## src/rtl/ccr_pkg.sv

```systemverilog
package ccr_pkg;
  localparam int OFS_W = 5;
  localparam logic [OFS_W-1:0] OFS_CTL  = 5'h00;
  localparam logic [OFS_W-1:0] OFS_STAT = 5'h02;
  localparam logic [OFS_W-1:0] OFS_CNT  = 5'h04;
  localparam logic [OFS_W-1:0] OFS_NXT  = 5'h0C;
  localparam int GO_BIT = 7;
  localparam int ST_BUS = 0;
  localparam int ST_CPB = 1;
  localparam int ST_DONE = 7;

  typedef struct packed {
    logic go;
    logic ldCnt;
    logic ldNxt;
    logic decCnt;
    logic setDone;
    logic setCpbErr;
    logic setBusErr;
    logic setIrq;
    logic clrStat;
  } portStrobe_t;
endpackage

```

## src/rtl/ccr_port_ctrl.sv

```systemverilog
module ccr_port_ctrl
  import ccr_pkg::*;
(
  input  logic             clk,
  input  logic             rst,
  input  logic             sel,
  input  logic [OFS_W-1:0] ofs,
  input  logic             we,
  input  logic             re,
  input  logic             wGo,
  input  logic             fetchDone,
  input  logic             fetchIntEn,
  input  logic             fetchCpbErr,
  input  logic             fetchBusErr,
  input  logic             cntZero,
  input  logic             cntOne,
  output portStrobe_t      strb,
  output logic             busy
);
  logic busyQ;
  logic wrCtl;
  logic stopReq;
  logic anyErr;

  assign busy = busyQ;
  assign wrCtl = sel && we && (ofs == OFS_CTL);
  assign stopReq = wrCtl && !wGo && busyQ;
  assign anyErr = fetchCpbErr || fetchBusErr;

  always_comb begin
    strb = '0;
    if (wrCtl && wGo && !busyQ) begin
      if (cntZero) strb.setDone = 1'b1;
      else strb.go = 1'b1;
    end
    strb.ldCnt = sel && we && (ofs == OFS_CNT) && !busyQ;
    strb.ldNxt = sel && we && (ofs == OFS_NXT) && !busyQ;
    strb.clrStat = sel && re && (ofs == OFS_STAT);
    if (busyQ && !stopReq) begin
      if (anyErr) begin
        strb.setCpbErr = fetchCpbErr;
        strb.setBusErr = fetchBusErr;
        strb.setIrq = 1'b1;
      end else if (fetchDone) begin
        strb.decCnt = 1'b1;
        strb.setIrq = fetchIntEn;
        if (cntOne) strb.setDone = 1'b1;
      end
    end
  end

  always_ff @(posedge clk) begin
    if (rst) busyQ <= 1'b0;
    else if (strb.go) busyQ <= 1'b1;
    else if (stopReq || strb.setCpbErr || strb.setBusErr || (strb.decCnt && cntOne))
      busyQ <= 1'b0;
  end
endmodule

```

## src/rtl/ccr_port_dpath.sv

```systemverilog
module ccr_port_dpath
  import ccr_pkg::*;
#(
  parameter int DATA_W = 32,
  parameter int CNT_W = 16,
  parameter int PTR_W = 32
) (
  input  logic              clk,
  input  logic              rst,
  input  portStrobe_t       strb,
  input  logic              busy,
  input  logic [OFS_W-1:0]  ofs,
  input  logic [DATA_W-1:0] wdata,
  output logic              cntZero,
  output logic              cntOne,
  output logic [DATA_W-1:0] rdData,
  output logic              irqPend,
  output logic              startPulse,
  output logic [PTR_W-1:0]  nxtPtr,
  output logic [CNT_W-1:0]  cntVal
);
  logic [CNT_W-1:0] cntQ;
  logic [PTR_W-1:0] nxtQ;
  logic [7:0]       statQ;
  logic [7:0]       statSet;
  logic             irqQ;
  logic             startQ;

  assign cntZero = (cntQ == '0);
  assign cntOne = (cntQ == CNT_W'(1));
  assign irqPend = irqQ;
  assign startPulse = startQ;
  assign nxtPtr = nxtQ;
  assign cntVal = cntQ;

  always_comb begin
    statSet = '0;
    statSet[ST_DONE] = strb.setDone;
    statSet[ST_CPB] = strb.setCpbErr;
    statSet[ST_BUS] = strb.setBusErr;
  end

  always_ff @(posedge clk) begin
    if (rst) begin
      cntQ <= '0;
      nxtQ <= '0;
      statQ <= '0;
      irqQ <= 1'b0;
      startQ <= 1'b0;
    end else begin
      startQ <= strb.go;
      statQ <= (strb.clrStat ? 8'h00 : statQ) | statSet;
      irqQ <= (irqQ && !strb.clrStat) || strb.setIrq;
      if (strb.ldCnt) cntQ <= wdata[CNT_W-1:0];
      else if (strb.decCnt) cntQ <= cntQ - CNT_W'(1);
      if (strb.ldNxt) nxtQ <= wdata[PTR_W-1:0];
    end
  end

  always_comb begin
    rdData = '0;
    case (ofs)
      OFS_CTL:  rdData[GO_BIT] = busy;
      OFS_STAT: rdData[7:0] = statQ;
      OFS_CNT:  rdData[CNT_W-1:0] = cntQ;
      OFS_NXT:  rdData[PTR_W-1:0] = nxtQ;
      default:  rdData = '0;
    endcase
  end
endmodule

```

## src/rtl/cmd_chain_regs.sv

```systemverilog
module cmd_chain_regs
  import ccr_pkg::*;
#(
  parameter int N_PORTS = 2,
  parameter int ADDR_W = 8,
  parameter int DATA_W = 32,
  parameter int CNT_W = 16,
  parameter int PTR_W = 32,
  parameter int BLK_BASE = 'h80
) (
  input  logic                     clk,
  input  logic                     rst,
  input  logic [ADDR_W-1:0]        regAddr,
  input  logic                     regWe,
  input  logic                     regRe,
  input  logic [DATA_W-1:0]        regWdata,
  output logic [DATA_W-1:0]        regRdata,
  output logic                     irq,
  output logic [N_PORTS-1:0]       fetchStart,
  output logic [N_PORTS*PTR_W-1:0] fetchAddr,
  output logic [N_PORTS*CNT_W-1:0] fetchCount,
  input  logic [N_PORTS-1:0]       fetchDone,
  input  logic [N_PORTS-1:0]       fetchIntEn,
  input  logic [N_PORTS-1:0]       fetchCpbErr,
  input  logic [N_PORTS-1:0]       fetchBusErr
);
  localparam int BLK_STRIDE = 1 << OFS_W;

  logic [N_PORTS-1:0] hit;
  logic [N_PORTS-1:0] portIrq;
  logic [DATA_W-1:0]  portRd [N_PORTS];
  logic [OFS_W-1:0]   ofs;

  assign ofs = regAddr[OFS_W-1:0];

  for (genvar p = 0; p < N_PORTS; p++) begin : g_port
    localparam int BLK_ADDR = BLK_BASE + p * BLK_STRIDE;
    portStrobe_t strb;
    logic busy, cntZero, cntOne;

    assign hit[p] = (regAddr[ADDR_W-1:OFS_W] == BLK_ADDR[ADDR_W-1:OFS_W]);

    ccr_port_ctrl u_ctrl (
      .clk(clk), .rst(rst), .sel(hit[p]), .ofs(ofs), .we(regWe), .re(regRe),
      .wGo(regWdata[GO_BIT]), .fetchDone(fetchDone[p]), .fetchIntEn(fetchIntEn[p]),
      .fetchCpbErr(fetchCpbErr[p]), .fetchBusErr(fetchBusErr[p]),
      .cntZero(cntZero), .cntOne(cntOne), .strb(strb), .busy(busy)
    );

    ccr_port_dpath #(.DATA_W(DATA_W), .CNT_W(CNT_W), .PTR_W(PTR_W)) u_dpath (
      .clk(clk), .rst(rst), .strb(strb), .busy(busy), .ofs(ofs), .wdata(regWdata),
      .cntZero(cntZero), .cntOne(cntOne), .rdData(portRd[p]), .irqPend(portIrq[p]),
      .startPulse(fetchStart[p]), .nxtPtr(fetchAddr[p*PTR_W +: PTR_W]),
      .cntVal(fetchCount[p*CNT_W +: CNT_W])
    );
  end

  always_comb begin
    regRdata = '0;
    for (int p = 0; p < N_PORTS; p++)
      if (hit[p]) regRdata = portRd[p];
  end

  assign irq = |portIrq;
endmodule

```

## config.mk

```make
export PLATFORM = sky130hd
export DESIGN_NAME = cmd_chain_regs
export DESIGN_NICKNAME = d
export VERILOG_FILES = /design/src/rtl/ccr_pkg.sv /design/src/rtl/ccr_port_ctrl.sv /design/src/rtl/ccr_port_dpath.sv /design/src/rtl/cmd_chain_regs.sv
export SDC_FILE = /design/constraint.sdc
export NUM_CORES = 1
export LEC_CHECK = 0
export ABC_AREA = 0
export BUFFER_PORTS_ARGS = -buffer_cell sky130_fd_sc_hd__buf_2
export CELL_PAD_IN_SITES_DETAIL_PLACEMENT = 0
export CELL_PAD_IN_SITES_GLOBAL_PLACEMENT = 1
export CORE_MARGIN = 4
export CORE_UTILIZATION = 41
export DETAILED_ROUTE_END_ITERATION = 10
export PLACE_DENSITY = 0.91
export SETUP_SLACK_MARGIN = 0.15
export SLEW_MARGIN = 20
export SYNTH_ARGS = -nofsm -noshare
export SYNTH_HDL_FRONTEND = slang
export SYNTH_HIERARCHICAL = 1
export SYNTH_SLANG_ARGS = --single-unit
```

## constraint.sdc

```tcl
create_clock -name clk -period 4.4 [get_ports clk]
set_clock_uncertainty 0.15 [all_clocks]
set_input_delay 0 -clock clk [delete_from_list [all_inputs] [get_ports clk]]
set_output_delay 0 -clock clk [all_outputs]
set_load 0.1 [all_outputs]
```

; ---- Word-level counts from Yosys, hierarchy flattened
; Cells that the tools add are included.
[totals]
register_bits = 118
in_bits = 52
out_inout_bits = 131
elab_cells = 120
[op_classes]
add_sub_neg = 2
eq_ne = 7
mux = 42
bitwise = 2
n_reduce_logical = 55
[op_table]
columns = cell, n
row1 = $mux W16, 6
row2 = $mux W32, 2
row3 = $pmux W7 S3, 2
row4 = $eq A16 B1 Y1 const B, 2
row5 = $logic_not A16 Y1, 2
row6 = $pmux W8 S2, 2
row7 = $sub A16 B1 Y16 const B, 2
row8 = $logic_and A1 B1 Y1, 30
row9 = $mux W1, 18
row10 = $mux W8, 2
row11 = $or A8 B8 Y8, 2
row12 = $mux W2, 6
row13 = $logic_or A1 B1 Y1, 10
row14 = $mux W5, 2
row15 = $pmux W1 S4, 2
row16 = $reduce_bool A2 Y1, 4
row17 = $logic_not A1 Y1, 7
row18 = $eq A3 B3 Y1 const B, 2
row19 = $eq A5 B2 Y1 const B, 1
row20 = $eq A5 B3 Y1 const B, 1
row21 = $eq A5 B4 Y1 const B, 1
row22 = $logic_not A5 Y1, 1
row23 = $reduce_or A2 Y1, 1

; ---- Depth between registers and ports, before layout
[logic_depth]
word_depth = 15
ltp_mapped = 11
mapped_depth_nobuf = 9

; ---- By module
; Netlist, hierarchy kept.
[by_module_without_submodules]
columns = mod, instances, cells_per_inst, area_each_um2, seq_area_each_um2
row1 = ccr_port_dpath, 2, 274, 2501.1, 1061.0
row2 = cmd_chain_regs, 1, 77, 569.3, 0.0
row3 = ccr_port_ctrl, 2, 24, 185.2, 20.0

; ---- Worst setup path before layout
; No wires, ideal clock.
[synth_path]
kind = reg2out
startpoint = register g_port[1].u_dpath.cntQ[7]
endpoint = output regRdata[7]
t_arrival_ps = 2772
t_required_ps = 4250
setup_slack_ps = 1478
stages_incl_launch_ff = 7
path_buffers = 0
path_cell_list = dfxtp_1 > mux2i_1 > nor2_1 > a31oi_1 > o21ai_0 > mux2i_1 > nor2_1
[synth_lines]
columns = item, line_no
row1 = from (decl), ccr_port_dpath.sv:22  ; logic [CNT_W-1:0] cntQ;
row2 = from (signal assigned), ccr_port_dpath.sv:54  ; if (strb.ldCnt) cntQ <= wdata[CNT_W-1:0];
row3 = from (signal assigned), ccr_port_dpath.sv:55  ; else if (strb.decCnt) cntQ <= cntQ - CNT_W'(1);
row4 = to (decl), cmd_chain_regs.sv:17  ; output logic [DATA_W-1:0] regRdata,

==> impl_metrics.py <==
metrics = {
    "status": {
        "run_status": "finished, final reports clean",
    },
    "layout": {
        "layout_common_cells": "181 x buf_2, 142 x nor2_1, 108 x dfxtp_1",
        "syn_to_final_growth_pct": 28.45,
        "mostFrequentLayoutCell": "buf_2",
        "drive_above_1_share_pct": 26.85,
        "fin_util_pct": 54.35,
        "nets": 932,
        "num-fill-cells": 1305,
    },
    "job": {
        "cap_violations": 0,
    },
    "sta": {
        "fmax_mhz": 339.9,
        "drv_slew": 0,
        "hold-worst-slack_ps": 35.98,
        "worstMarginPinSlew_ps": 871.9,
        "slew_headroom_pct": 41.55,
        "final-hold-violation-count": 0,
        "setup_viol": 0,
        "rsz0062_at_grt": "false",
        "finalSetupTns_ps": 0,
        "fin_crit_sh_pct": 66.87,
        "fin_crit_ps": 2942,
    },
    "global_route": {
        "grt_pass1_vias": 5438,
        "grt_pass1_wl_um": 29410,
        "track_usage_pct": 22.64,
        "antenna_found_initial": 0,
        "grt.overflow.total": 0,
        "grt_max_degree": 82,
    },
    "die": {
        "num_io_pins": 183,
        "rows": 43,
        "die_height_um": 128.4,
        "core_area_um2": 14040,
        "fp.dieW_um": 128.4,
        "die_area_um2": 16480,
        "start_util_pct": 42.31,
    },
    "logic_synthesis": {
        "async_flop_share_pct": 0,
        "synth_top_area_share_pct": 36.39,
        "synth_seq_cells": 108,
        "synth_top_area_cell": "dfxtp_1",
        "ys_seq_area_share_pct": 36.39,
        "yosys_warnings": 6,
        "syn_avg_cell_area_um2": 8.829,
        "synth_area_leaders": "dfxtp_1 36%, mux2i_1 17%, nor2_1 9.0%",
        "ys.flop_type": "dfxtp_1",
        "synth-edff-count": 0,
        "synth_nets": 729,
        "synth.distinct_cells": 54,
        "syn_inst": 673,
        "netlist_area_um2": 5942,
    },
    "worst_hold_path": {
        "hp-class": "in -> reg",
    },
    "route": {
        "wire_per_inst_um": 17.94,
        "drt-initial-drc-count": 332,
        "wirelength_um": 19020,
        "drc": 0,
        "drt-pass1-iter-count": 4,
        "final_antenna_net_count": 0,
        "viasPerCell": 5.319,
        "vias": 5638,
    },
    "clock_tree": {
        "cts.htree.levels": 3,
        "clk_pin_slew_worst_paths_ps": 70,
        "cts-root-buf": "clkbuf_16",
        "clk_latency_ps": 350,
        "clockBufferDepth": 2,
        "numCtsBuffers": 9,
        "post_cts_resized": 0,
        "cts_setup_buffers": 0,
        "clock_sinks": 108,
        "cts_tree": "done",
    },
    "critical_path": {
        "crit_required_ps": 4500,
        "crit_arrival_ps": 3040,
        "worst-path-max-fanout": 10,
        "startpoint_type": "input pin",
        "cp-end-kind": "flop",
        "critPathKind": "in -> reg",
    },
    "place": {
        "io_buffers": 182,
        "place_congestion": 0.8443,
        "hpwl_um": 13390,
    },
    "pwr": {
        "peakVddDrop_mv": 0.2019,
        "p_per_area_nw_per_um2": 260.9,
        "p_leak_uw": 0.003350,
    },
}
==> routing by layer <==
| metal | track usage [%] | up-vias | wire, um |
|---|---|---|---|
| met2 | 37.24 | 169 | 9108 |
| met5 | 0 | - | 0 |
| met1 | 30.17 | 2654 | 8492 |
| met3 | 3.238 | 23 | 1035 |
| met4 | 8.614 | 0 | 384 |
| li1 | - | 2792 | - |
==> critical path, cell delays in order <==
cell and delay (ps):
dlygate4sd3_1 510, buf_2 250, o31a_1 260, and3_1 300, or4b_2 640, or3_4 370, or4_1 410, a311oi_1 290
==> layout make-up <==
type                       count  area (um^2)  share of cell area (%)
tap                          180        225.2                   2.951
clock buffer                  12        246.5                   3.230
timing repair buffer         236         1419                   18.59
multi-input combinational    504         3453                   45.25
inverter                      17        63.81                  0.8361
antenna                        1        2.502                 0.03279
sequential                   108         2162                   28.33
clock inverter                 2        60.06                  0.7869
==> worst paths after layout <==
kind                                          from                                   endpoint  slack [ps]  cells after the start
max reg2reg     g_port[0].u_ctrl/busy$_SDFFE_PP0P_  g_port[0].u_dpath/cntVal[15]$_SDFFE_PP0P_        1490                      6
max                                    regWdata[7]  g_port[0].u_dpath/cntVal[15]$_SDFFE_PP0P_        1460                      8
min                                          regWe    g_port[1].u_dpath/startPulse$_SDFF_PP0_          40                      4
min reg2reg  g_port[0].u_dpath/statQ[1]$_SDFF_PP0_      g_port[0].u_dpath/statQ[1]$_SDFF_PP0_         340                      2
==> synth_stat cells (3+ instances only) <==
library cell    n
xnor2_1        14
a211oi_1       16
a21oi_1        16
nor4b_1         4
inv_1          15
or3_2           4
o21ai_0         8
or4_1           6
o31ai_1         6
buf_6          10
buf_12          3
or3_1           6
a311oi_1       12
buf_1           6
a22o_1         26
clkbuf_1       20
and3_1          4
a22oi_1         4
dfxtp_1       108
or3_4           4
nor4_1         12
buf_2           3
or2_2           3
nor2_1        142
and2_1         40
nand2_1        22
nor3_1          8
ha_1            4
mux2i_1        98
==> through the flow <==
step | instance area [um^2] | setup WS (ps) | total power [uW] | instances
after floorplan | 5942 | 1478 | 1072 | 673
after global placement | 6923 | 1510 | 1126 | 1005
after detailed placement | 6923 | 1443 | 1126 | 1005
after CTS | 7630 | 1520 | 2011 | 1059
after global routing | 7630 | 1289 | 2049 | 1059
final | 7632 | 1458 | 1991 | 1060
==> kinds of logic after synthesis <==
group | count (synthesis) | synth area share, %
adder cells (fa/ha/maj) | 4 | 0.8423
buffers and inverters | 61 | 6.170
multiplexers | 98 | 16.51
XOR/XNOR | 16 | 2.358
flip-flops | 108 | 36.39
AO/OA/AOI/OAI | 100 | 12.63
AND/OR/NAND/NOR | 286 | 25.10
==> report_power, final <==
group	leakage, uW	internal (uW)	total [uW]	switching (uW)
combinational	0.00233	61.9	154	92.0
sequential	0.000869	978	980	1.61
clock	0.000149	509	858	349
total	0.00335	1550	1990	442
==> registers in the layout (all words and copies together) (netlist names) <==
register,count
g_port.u_dpath/nxtPtr,64
g_port.u_dpath/cntVal,32
g_port.u_dpath/statQ,6
g_port.u_ctrl/busy,2
g_port.u_dpath/irqPend,2
g_port.u_dpath/startPulse,2
==> repair_timing <==
item                                    CTS  global route
endpoints found under the setup margin    0             0
hold buffers                             40             0
endpoints found under the hold margin   105             0
Note: power is estimated with default switching activity, not from simulation.
